$ cat src/rtl/susp_pkg.sv
package susp_pkg;

    typedef enum logic [2:0] {
        ST_RUN       = 3'd0,
        ST_SUSPEND   = 3'd1,
        ST_CLK_START = 3'd2,
        ST_OSC_WAIT  = 3'd3,
        ST_DELAY     = 3'd4,
        ST_RELEASE   = 3'd5
    } susp_state_e;

    function automatic int max2(input int a, input int b);
        return (a > b) ? a : b;
    endfunction

endpackage

$ cat src/rtl/susp_sync2.sv
module susp_sync2 #(
    parameter logic RST_VAL = 1'b1
) (
    input  logic clk,
    input  logic rst_n,
    input  logic d,
    output logic q
);
    logic stage1;

    always_ff @(posedge clk or negedge rst_n) begin
        if (!rst_n) begin
            stage1 <= RST_VAL;
            q      <= RST_VAL;
        end else begin
            stage1 <= d;
            q      <= stage1;
        end
    end
endmodule

$ cat src/rtl/susp_wake_detect.sv
module susp_wake_detect #(
    parameter int N_SRC = 3
) (
    input  logic [N_SRC-1:0] src_pend,
    input  logic [N_SRC-1:0] src_en,
    input  logic             dminus_sync,
    output logic             wake
);
    logic [N_SRC-1:0] armed;

    for (genvar i = 0; i < N_SRC; i++) begin : g_src
        assign armed[i] = src_pend[i] & src_en[i];
    end

    assign wake = (|armed) | ~dminus_sync;
endmodule

$ cat src/rtl/susp_tick_counter.sv
module susp_tick_counter #(
    parameter int W = 8
) (
    input  logic         clk,
    input  logic         rst_n,
    input  logic         load,
    input  logic [W-1:0] load_val,
    output logic         done
);
    logic [W-1:0] cnt;

    always_ff @(posedge clk or negedge rst_n) begin
        if (!rst_n)
            cnt <= '0;
        else if (load)
            cnt <= load_val;
        else if (cnt != '0)
            cnt <= cnt - 1'b1;
    end

    assign done = (cnt == '0);

    // Once expired, the count stays at zero until reloaded (R8 window integrity)
    assert_cnt_hold_R8: assert property (@(posedge clk) disable iff (!rst_n)
        (done && !load) |=> done);
endmodule

$ cat src/rtl/susp_wake_seq.sv
module susp_wake_seq
    import susp_pkg::*;
#(
    parameter int START_TICKS     = 2,
    parameter int INT_DELAY_TICKS = 8,
    parameter int EXT_SHORT_TICKS = 128,
    parameter int EXT_LONG_TICKS  = 4096
) (
    input  logic clk,
    input  logic rst_n,
    input  logic cfg_wr,
    input  logic cfg_suspend,
    input  logic cfg_run,
    input  logic ext_clk_sel,
    input  logic long_delay_sel,
    input  logic gpio_pend,
    input  logic gpio_en,
    input  logic wkt_pend,
    input  logic wkt_en,
    input  logic spi_pend,
    input  logic spi_en,
    input  logic dminus_in,
    input  logic osc_stable,
    output logic core_clk_en,
    output logic int_clk_en,
    output logic ext_osc_en,
    output logic tmr_clk_en,
    output logic wdt_clk_en,
    output logic core_run,
    output logic irq_hold
);
    localparam int MAX_TICKS = max2(max2(START_TICKS, INT_DELAY_TICKS),
                                    max2(EXT_SHORT_TICKS, EXT_LONG_TICKS));
    localparam int CW = $clog2(MAX_TICKS + 1);
    localparam logic [CW-1:0] LD_START = CW'(START_TICKS - 1);
    localparam logic [CW-1:0] LD_INT   = CW'(INT_DELAY_TICKS - 1);
    localparam logic [CW-1:0] LD_SHORT = CW'(EXT_SHORT_TICKS - 1);
    localparam logic [CW-1:0] LD_LONG  = CW'(EXT_LONG_TICKS - 1);

    susp_state_e state, state_nx;
    logic        run_q, ext_q, long_q;
    logic        dminus_sync, wake, tick_done, tick_load;
    logic [CW-1:0] tick_val;
    logic        enter_req;

    assign enter_req = (state == ST_RUN) && cfg_wr && cfg_suspend;

    susp_sync2 #(.RST_VAL(1'b1)) u_dm_sync (
        .clk   (clk),
        .rst_n (rst_n),
        .d     (dminus_in),
        .q     (dminus_sync)
    );

    susp_wake_detect #(.N_SRC(3)) u_wake (
        .src_pend    ({spi_pend, wkt_pend, gpio_pend}),
        .src_en      ({spi_en, wkt_en, gpio_en}),
        .dminus_sync (dminus_sync),
        .wake        (wake)
    );

    susp_tick_counter #(.W(CW)) u_ticks (
        .clk      (clk),
        .rst_n    (rst_n),
        .load     (tick_load),
        .load_val (tick_val),
        .done     (tick_done)
    );

    // Mode capture on the entering write
    always_ff @(posedge clk or negedge rst_n) begin
        if (!rst_n) begin
            run_q  <= 1'b0;
            ext_q  <= 1'b0;
            long_q <= 1'b0;
        end else if (enter_req) begin
            run_q  <= cfg_run;
            ext_q  <= ext_clk_sel;
            long_q <= long_delay_sel;
        end
    end

    // Transitions and delay loads
    always_comb begin
        state_nx  = state;
        tick_load = 1'b0;
        tick_val  = '0;
        unique case (state)
            ST_RUN: begin
                if (enter_req) state_nx = ST_SUSPEND;
            end
            ST_SUSPEND: begin
                if (run_q && wake) begin
                    if (ext_q) begin
                        state_nx = ST_OSC_WAIT;
                    end else begin
                        state_nx  = ST_CLK_START;
                        tick_load = 1'b1;
                        tick_val  = LD_START;
                    end
                end
            end
            ST_CLK_START: begin
                if (tick_done) begin
                    state_nx  = ST_DELAY;
                    tick_load = 1'b1;
                    tick_val  = LD_INT;
                end
            end
            ST_OSC_WAIT: begin
                if (osc_stable) begin
                    state_nx  = ST_DELAY;
                    tick_load = 1'b1;
                    tick_val  = long_q ? LD_LONG : LD_SHORT;
                end
            end
            ST_DELAY: begin
                if (tick_done) state_nx = ST_RELEASE;
            end
            ST_RELEASE: state_nx = ST_RUN;
            default:    state_nx = ST_RUN;
        endcase
    end

    // State register
    always_ff @(posedge clk or negedge rst_n) begin
        if (!rst_n) state <= ST_RUN;
        else        state <= state_nx;
    end

    // Outputs
    always_comb begin
        core_clk_en = 1'b0;
        int_clk_en  = 1'b0;
        ext_osc_en  = 1'b0;
        tmr_clk_en  = 1'b0;
        wdt_clk_en  = 1'b0;
        core_run    = 1'b0;
        irq_hold    = 1'b0;
        unique case (state)
            ST_RUN: begin
                core_clk_en = 1'b1;
                int_clk_en  = 1'b1;
                ext_osc_en  = ext_clk_sel;
                tmr_clk_en  = 1'b1;
                wdt_clk_en  = 1'b1;
                core_run    = 1'b1;
            end
            ST_SUSPEND, ST_CLK_START: ;
            ST_OSC_WAIT: ext_osc_en = 1'b1;
            ST_DELAY: begin
                int_clk_en = ~ext_q;
                ext_osc_en = ext_q;
            end
            ST_RELEASE: begin
                core_clk_en = 1'b1;
                int_clk_en  = ~ext_q;
                ext_osc_en  = ext_q;
                core_run    = 1'b1;
                irq_hold    = 1'b1;
            end
            default: ;
        endcase
    end

    assert_enter_gates_R2: assert property (@(posedge clk) disable iff (!rst_n)
        enter_req |=> (!core_clk_en && !core_run && !tmr_clk_en));

    assert_wake_leaves_R3: assert property (@(posedge clk) disable iff (!rst_n)
        (state == ST_SUSPEND && run_q && wake) |=> (state != ST_SUSPEND));

    assert_norun_stays_R5: assert property (@(posedge clk) disable iff (!rst_n)
        (state == ST_SUSPEND && !run_q) |=> (state == ST_SUSPEND));

    assert_osc_held_R7: assert property (@(posedge clk) disable iff (!rst_n)
        (state == ST_OSC_WAIT && !osc_stable) |=> (ext_osc_en && !core_run));

    assert_hold_one_cycle_R9: assert property (@(posedge clk) disable iff (!rst_n)
        irq_hold |=> (!irq_hold && core_run && tmr_clk_en));

    assert_timers_follow_core_R10: assert property (@(posedge clk) disable iff (!rst_n)
        $rose(tmr_clk_en) |-> $past(irq_hold));
endmodule

$ cat config.mk
export PLATFORM = sky130hd
export DESIGN_NAME = susp_wake_seq
export DESIGN_NICKNAME = d
export VERILOG_FILES = /design/src/rtl/susp_pkg.sv /design/src/rtl/susp_sync2.sv /design/src/rtl/susp_wake_detect.sv /design/src/rtl/susp_tick_counter.sv /design/src/rtl/susp_wake_seq.sv
export SDC_FILE = /design/constraint.sdc
export NUM_CORES = 1
export LEC_CHECK = 0
export ABC_AREA = 1
export BUFFER_PORTS_ARGS = -buffer_cell sky130_fd_sc_hd__buf_2
export CAP_MARGIN = 20
export CORE_UTILIZATION = 55
export DETAILED_ROUTE_END_ITERATION = 12
export GPL_ROUTABILITY_DRIVEN = 0
export HOLD_SLACK_MARGIN = 0.12
export PLACE_DENSITY = 0.79
export SYNTH_ARGS = -nofsm -noshare
export SYNTH_HDL_FRONTEND = slang
export SYNTH_SLANG_ARGS = --single-unit
$ cat constraint.sdc
create_clock -name clk -period 1.6 [get_ports clk]
set_input_delay 0.16 -clock clk [delete_from_list [all_inputs] [get_ports clk]]
set_output_delay 0.16 -clock clk [all_outputs]
set_load 0.01 [all_outputs]
---- Word level (Yosys, flattened, before mapping) ----
Cells that the tools add are included.
operators by class
  equality and inequality tests ........... 10
  $add $sub $neg .......................... 1
  mux-type cells .......................... 25
  reduce and logical (&&, ||, !) cells .... 11
  bitwise operators ....................... 6
operator list
  cell                                                                  count
  12-bit case mux with 3 select lines                                   1
  13-bit 2-to-1 mux                                                     2
  12-bit 2-to-1 mux                                                     2
  3-bit 2-to-1 mux                                                      6
  3-bit case mux with 5 select lines                                    1
  13-bit logical NOT                                                    1
  13-bit nonzero test                                                   1
  13-bit by 1-bit subtractor with 13-bit output, second input constant  1
  1-bit 2-to-1 mux                                                      10
  2-bit != test, second input constant                                  5
  3-bit by 2-bit == test with 1-bit output, second input constant       2
  3-bit == test, second input constant                                  2
  1-bit case mux with 3 select lines                                    2
  5-bit AND reduction                                                   1
  2-bit OR reduction                                                    2
  1-bit bitwise AND                                                     3
  3-bit by 1-bit == test with 1-bit output, second input constant       1
  1-bit logical AND                                                     3
  3-bit logical NOT                                                     1
  3-bit OR reduction                                                    1
  1-bit NOT                                                             2
  1-bit case mux with 2 select lines                                    1
  2-bit nonzero test                                                    1
  1-bit bitwise OR                                                      1
word-level totals
  bits in registers ....................... 21
  output and inout bits ................... 7
  bits of input ports ..................... 15
  logic and storage cells ................. 60

---- Longest topological paths before layout ----
  depth after elaboration ................. 7
  gate-level depth with buffers ........... 9
  depth with buffers taken out ............ 9

---- Hierarchy ----
Synthesis repeated with hierarchy kept, for this count alone.
second synthesis, totals
  cells, all modules ...................... 217
  area, all modules ....................... 1472.7 µm²
by module, submodules not included
  module             times used  area each (µm²)  seq. area each (µm²)  cells each
  susp_tick_counter  1           910.9            325.3                 135
  susp_wake_seq      1           478.0            150.1                 73
  susp_sync2         1           52.6             52.6                  2
  susp_wake_detect   1           31.3             0.0                   7

---- Worst setup path before layout ----
OpenSTA, ideal clock, no wires.
  path type ............................... reg-to-output
  start point ............................. reg state[0]
  end point ............................... out ext_osc_en
  data required time ...................... 1.440 ns
  stages on the path, launching flop included .. 7
  data arrival time ....................... 1.239 ns
  setup slack ............................. 0.201 ns
  path through ............................ dfrtp_1 > inv_1 > nor3_1 > inv_1 > o21ai_0 > a21oi_1 > o21ai_0
on the way
  word-level cells in the longest chain between the ends .. 3
  elaborated cells between the ends (all ways) .. 6
  classes of those cells .................. 3 x eq/ne; 1 x mux; 2 x reduce/logical
ends and longest elaborated chain
  item                                    line                  RTL
  start: declaration                      susp_wake_seq.sv:40   susp_state_e state, state_nx;
  start signal: assignment                susp_wake_seq.sv:128  else state <= state_nx;
  3-bit == test                           susp_wake_seq.sv:140  unique case (state)
  2-bit OR reduction (no line)            n/a
  1-bit case mux with 3 select lines (*)  susp_wake_seq.sv:140
  end: declaration                        susp_wake_seq.sv:26   output logic ext_osc_en,
Every way passes the cells marked *; elsewhere a longest branch is shown, timed or not.

---- Final worst setup path ----
Same ends and word-level chain as after synthesis.

==> flow_summary.yaml <==
outcome:
  status: "finished, final reports clean"
final_layout:
  design_area_um2: 1600
  fin_util_pct: 70.9
  fillerInstances: 190
  syn2layout_area_growth_pct: 19.1
  fin_cells: 225
  diodes: 0
  nNetsFinal: 215
  drive_above_1_share_pct: 34.0
global_route:
  track_usage_pct: 23.3
  grt_max_degree: 22
  grt-ovfl-total: 0
  grt_pass1_wl_mm: 4.51
  antenna_found_initial: 0
  grt_pass1_vias: 1109
timing:
  slew_headroom_pct: 68.7
  grt_setup_unrepaired: "yes"
  final_hold_viol_count: 0
  worst_clock_skew_ns: 0.00226
  min_period_ns: 1.60
  finalCritPeriodShare_pct: 99.8
  layout_setup_ws_ns: 0.00255
  worst_pin_slew_ns: 0.469
  holdWs_ns: 0.140
  setup_viol: 0
  fmax_ghz: 0.626
  maxSlewViolCount: 0
synth:
  syn-cell-area_um2: 1340
  yosysWarningCount: 0
  synth-seq-cells: 21
  synth_top_area_share_pct: 35.4
  syn-num-nets: 182
  yosysTopAreaCell: "dfrtp_1"
  synth_area_leaders: "dfrtp_1 35%, nand2_1 11%, inv_1 5.3%, a21oi_1 4.1%, dfstp_2 3.9%"
  syn_area_per_cell_um2: 8.14
  syn_inst: 165
  yosysUniqueCellTypes: 29
  yosysSeqAreaShare_pct: 39.3
floorplan:
  core_area_um2: 2250
  ioPinCount: 22
  start_util_pct: 59.5
  die_w_um: 51.4
  dieArea_um2: 2640
  num_rows: 17
  die_h_um: 51.4
route:
  first_pass_iters: 4
  post-route-drc-count: 0
  ant_nets: 0
  via_count: 1150
  drt-initial-drc-count: 16
  wl_per_cell_um: 12.2
  viasPerCell: 5.11
  routed_wl_mm: 2.76
setup_path:
  slowest_delay_ns: 0.43
  crit_arrival_ns: 1.44
  worst_ep_required_time_ns: 1.44
  worst_r2r_endpoint: "state[1]"
  crit_family: "flip-flops"
  cp-start-kind: "flop"
  r2r_setup_slack_ns: 0.10
  ff2ff_path_depth: 10
  end_kind: "primary output"
  slowest_stage: "dfrtp_1"
  cp.buffers_inverters: 3
  criticalPathCategory: "flop to primary output"
  r2r_start: "state[0]"
  crit_path_max_fanout: 4
  worstPathCellList: "inv_2 -> nor3_4 -> inv_2 -> o21ai_2 -> a21oi_2 -> o21ai_1 -> buf_2"
  cpMostUsedCell: "inv_2"
clocking:
  cts_tree: "done"
  clock-sinks: 21
  clock_latency_ns: 0.30
  cts-buffers-inserted: 3
  clk_pin_slew_ns: 0.12
  cts.root.buffer_cell: "clkbuf_4"
  htreeDepth: 1
  clk_path_buf_depth: 2
placed_design:
  portBuffers: 21
  placed_cell_area_um2: 1470
  dp_cells: 212
  place_ws_ns: 0.126
  hpwlAfterDp_mm: 1.97
pwr:
  p_per_area_nw_per_um2: 1850
  vdd_drop_max_mv: 1.28
  p_leak_nw: 0.833
hold_path:
  hold_depth: 3
  min_to: "ext_q"
  hp-class: "input port to flop"
  hold_start: "ext_clk_sel"
job:
  cap_violations: 0
cells in the final DEF (no fill, tap or decap), drive strengths merged:
cell type,n
a21oi,11
a31oi,2
buf,26
clkbuf,4
dfrtp,19
dfstp,2
dlygate4sd3,4
ha,2
inv,22
mux2,2
nand2,46
nand3,11
nand3b,1
nand4,2
nor2,24
nor3,2
o21ai,7
o31ai,1
xnor2,4
xor2,5
Yosys cell counts, drive strengths merged:
master and number:
o21ai 7, nand4 2, xnor2 4, nand3b 1, mux2 2, buf 2, nor2 24, xor2 5
nand3 11, dfrtp 19, nand2 46, dfstp 2, a31oi 2, inv 22, nor3 2, a21oi 11
o31ai 1, ha 2
logic make-up (layout without fill, tap and decap cells):
kind of cell	count (synthesis)	count (layout)	synth area share [%]
multiplexers	2	2	1.68
AO/OA/AOI/OAI	21	21	8.48
adder cells (fa/ha/maj)	2	2	1.86
flip-flops	21	21	39.3
AND/OR/NAND/NOR	86	86	35.3
buffers and inverters	24	56	7.46
XOR/XNOR	9	9	5.87
registers in the layout, indices dropped and copies added, names as in the netlist:
name,flops
u_dm_sync.stage1,1
long_q,1
u_dm_sync.q,1
u_ticks.cnt,13
state,3
run_q,1
ext_q,1
power by group:
part / total, mW / internal [mW] / switching (mW)
sequential: 0.986 / 0.767 / 0.218
combinational: 1.71 / 0.703 / 1.01
clock: 0.256 / 0.0969 / 0.159
metrics by stage:
stage	power [mW]	setup TNS (ns)
2_1_floorplan	2.22	0
3_3_place_gp	2.49	0
3_5_place_dp	2.54	0
4_1_cts	2.83	0
5_1_grt	3.22	-0.235
6_report	2.95	0
per-layer routing:
layer	vias up	GRT usage (%)	share of wire, %
met4	0	10.8	1.3
li1	589	-	-
met3	4	3.57	3.4
met2	32	42.4	54
met5	-	0	0
met1	525	26.1	42
tightest hold or removal path, stage by stage:
cell and delay [ns]:
buf_2 0.10, inv_1 0.06, o21ai_0 0.08
worst max-delay path by stage:
stage | startpoint | to | slack, ns | depth (start not counted)
detailed placement | u_ticks.cnt[0] | u_ticks.cnt[1] | 0.13 | 9
global route | state[0] | ext_osc_en | -0.09 | 7
global placement | u_ticks.cnt[0] | u_ticks.cnt[8] | 0.18 | 7
floorplan | state[0] | ext_osc_en | 0.20 | 6
CTS | state[0] | ext_osc_en | 0.005 | 6
finish | state[0] | ext_osc_en | 0.003 | 7
final cells by class:
cell class | instances | area [µm²] | share of cell area [%]
multi-input combinational | 120 | 741 | 46.3
sequential | 21 | 529 | 33.1
timing repair buffer | 30 | 183 | 11.4
inverter | 22 | 85.1 | 5.32
tap | 28 | 35.0 | 2.19
clock buffer | 4 | 26.3 | 1.64
what timing repair did:
item                                    CTS  global route
endpoints found under the setup margin    2             7
pin swaps                                 1             2
endpoints found under the hold margin    22             0
gates resized for setup                   4             8
setup buffers                             1             4
hold buffers                              4             0
(Power assumes the default switching activity.)
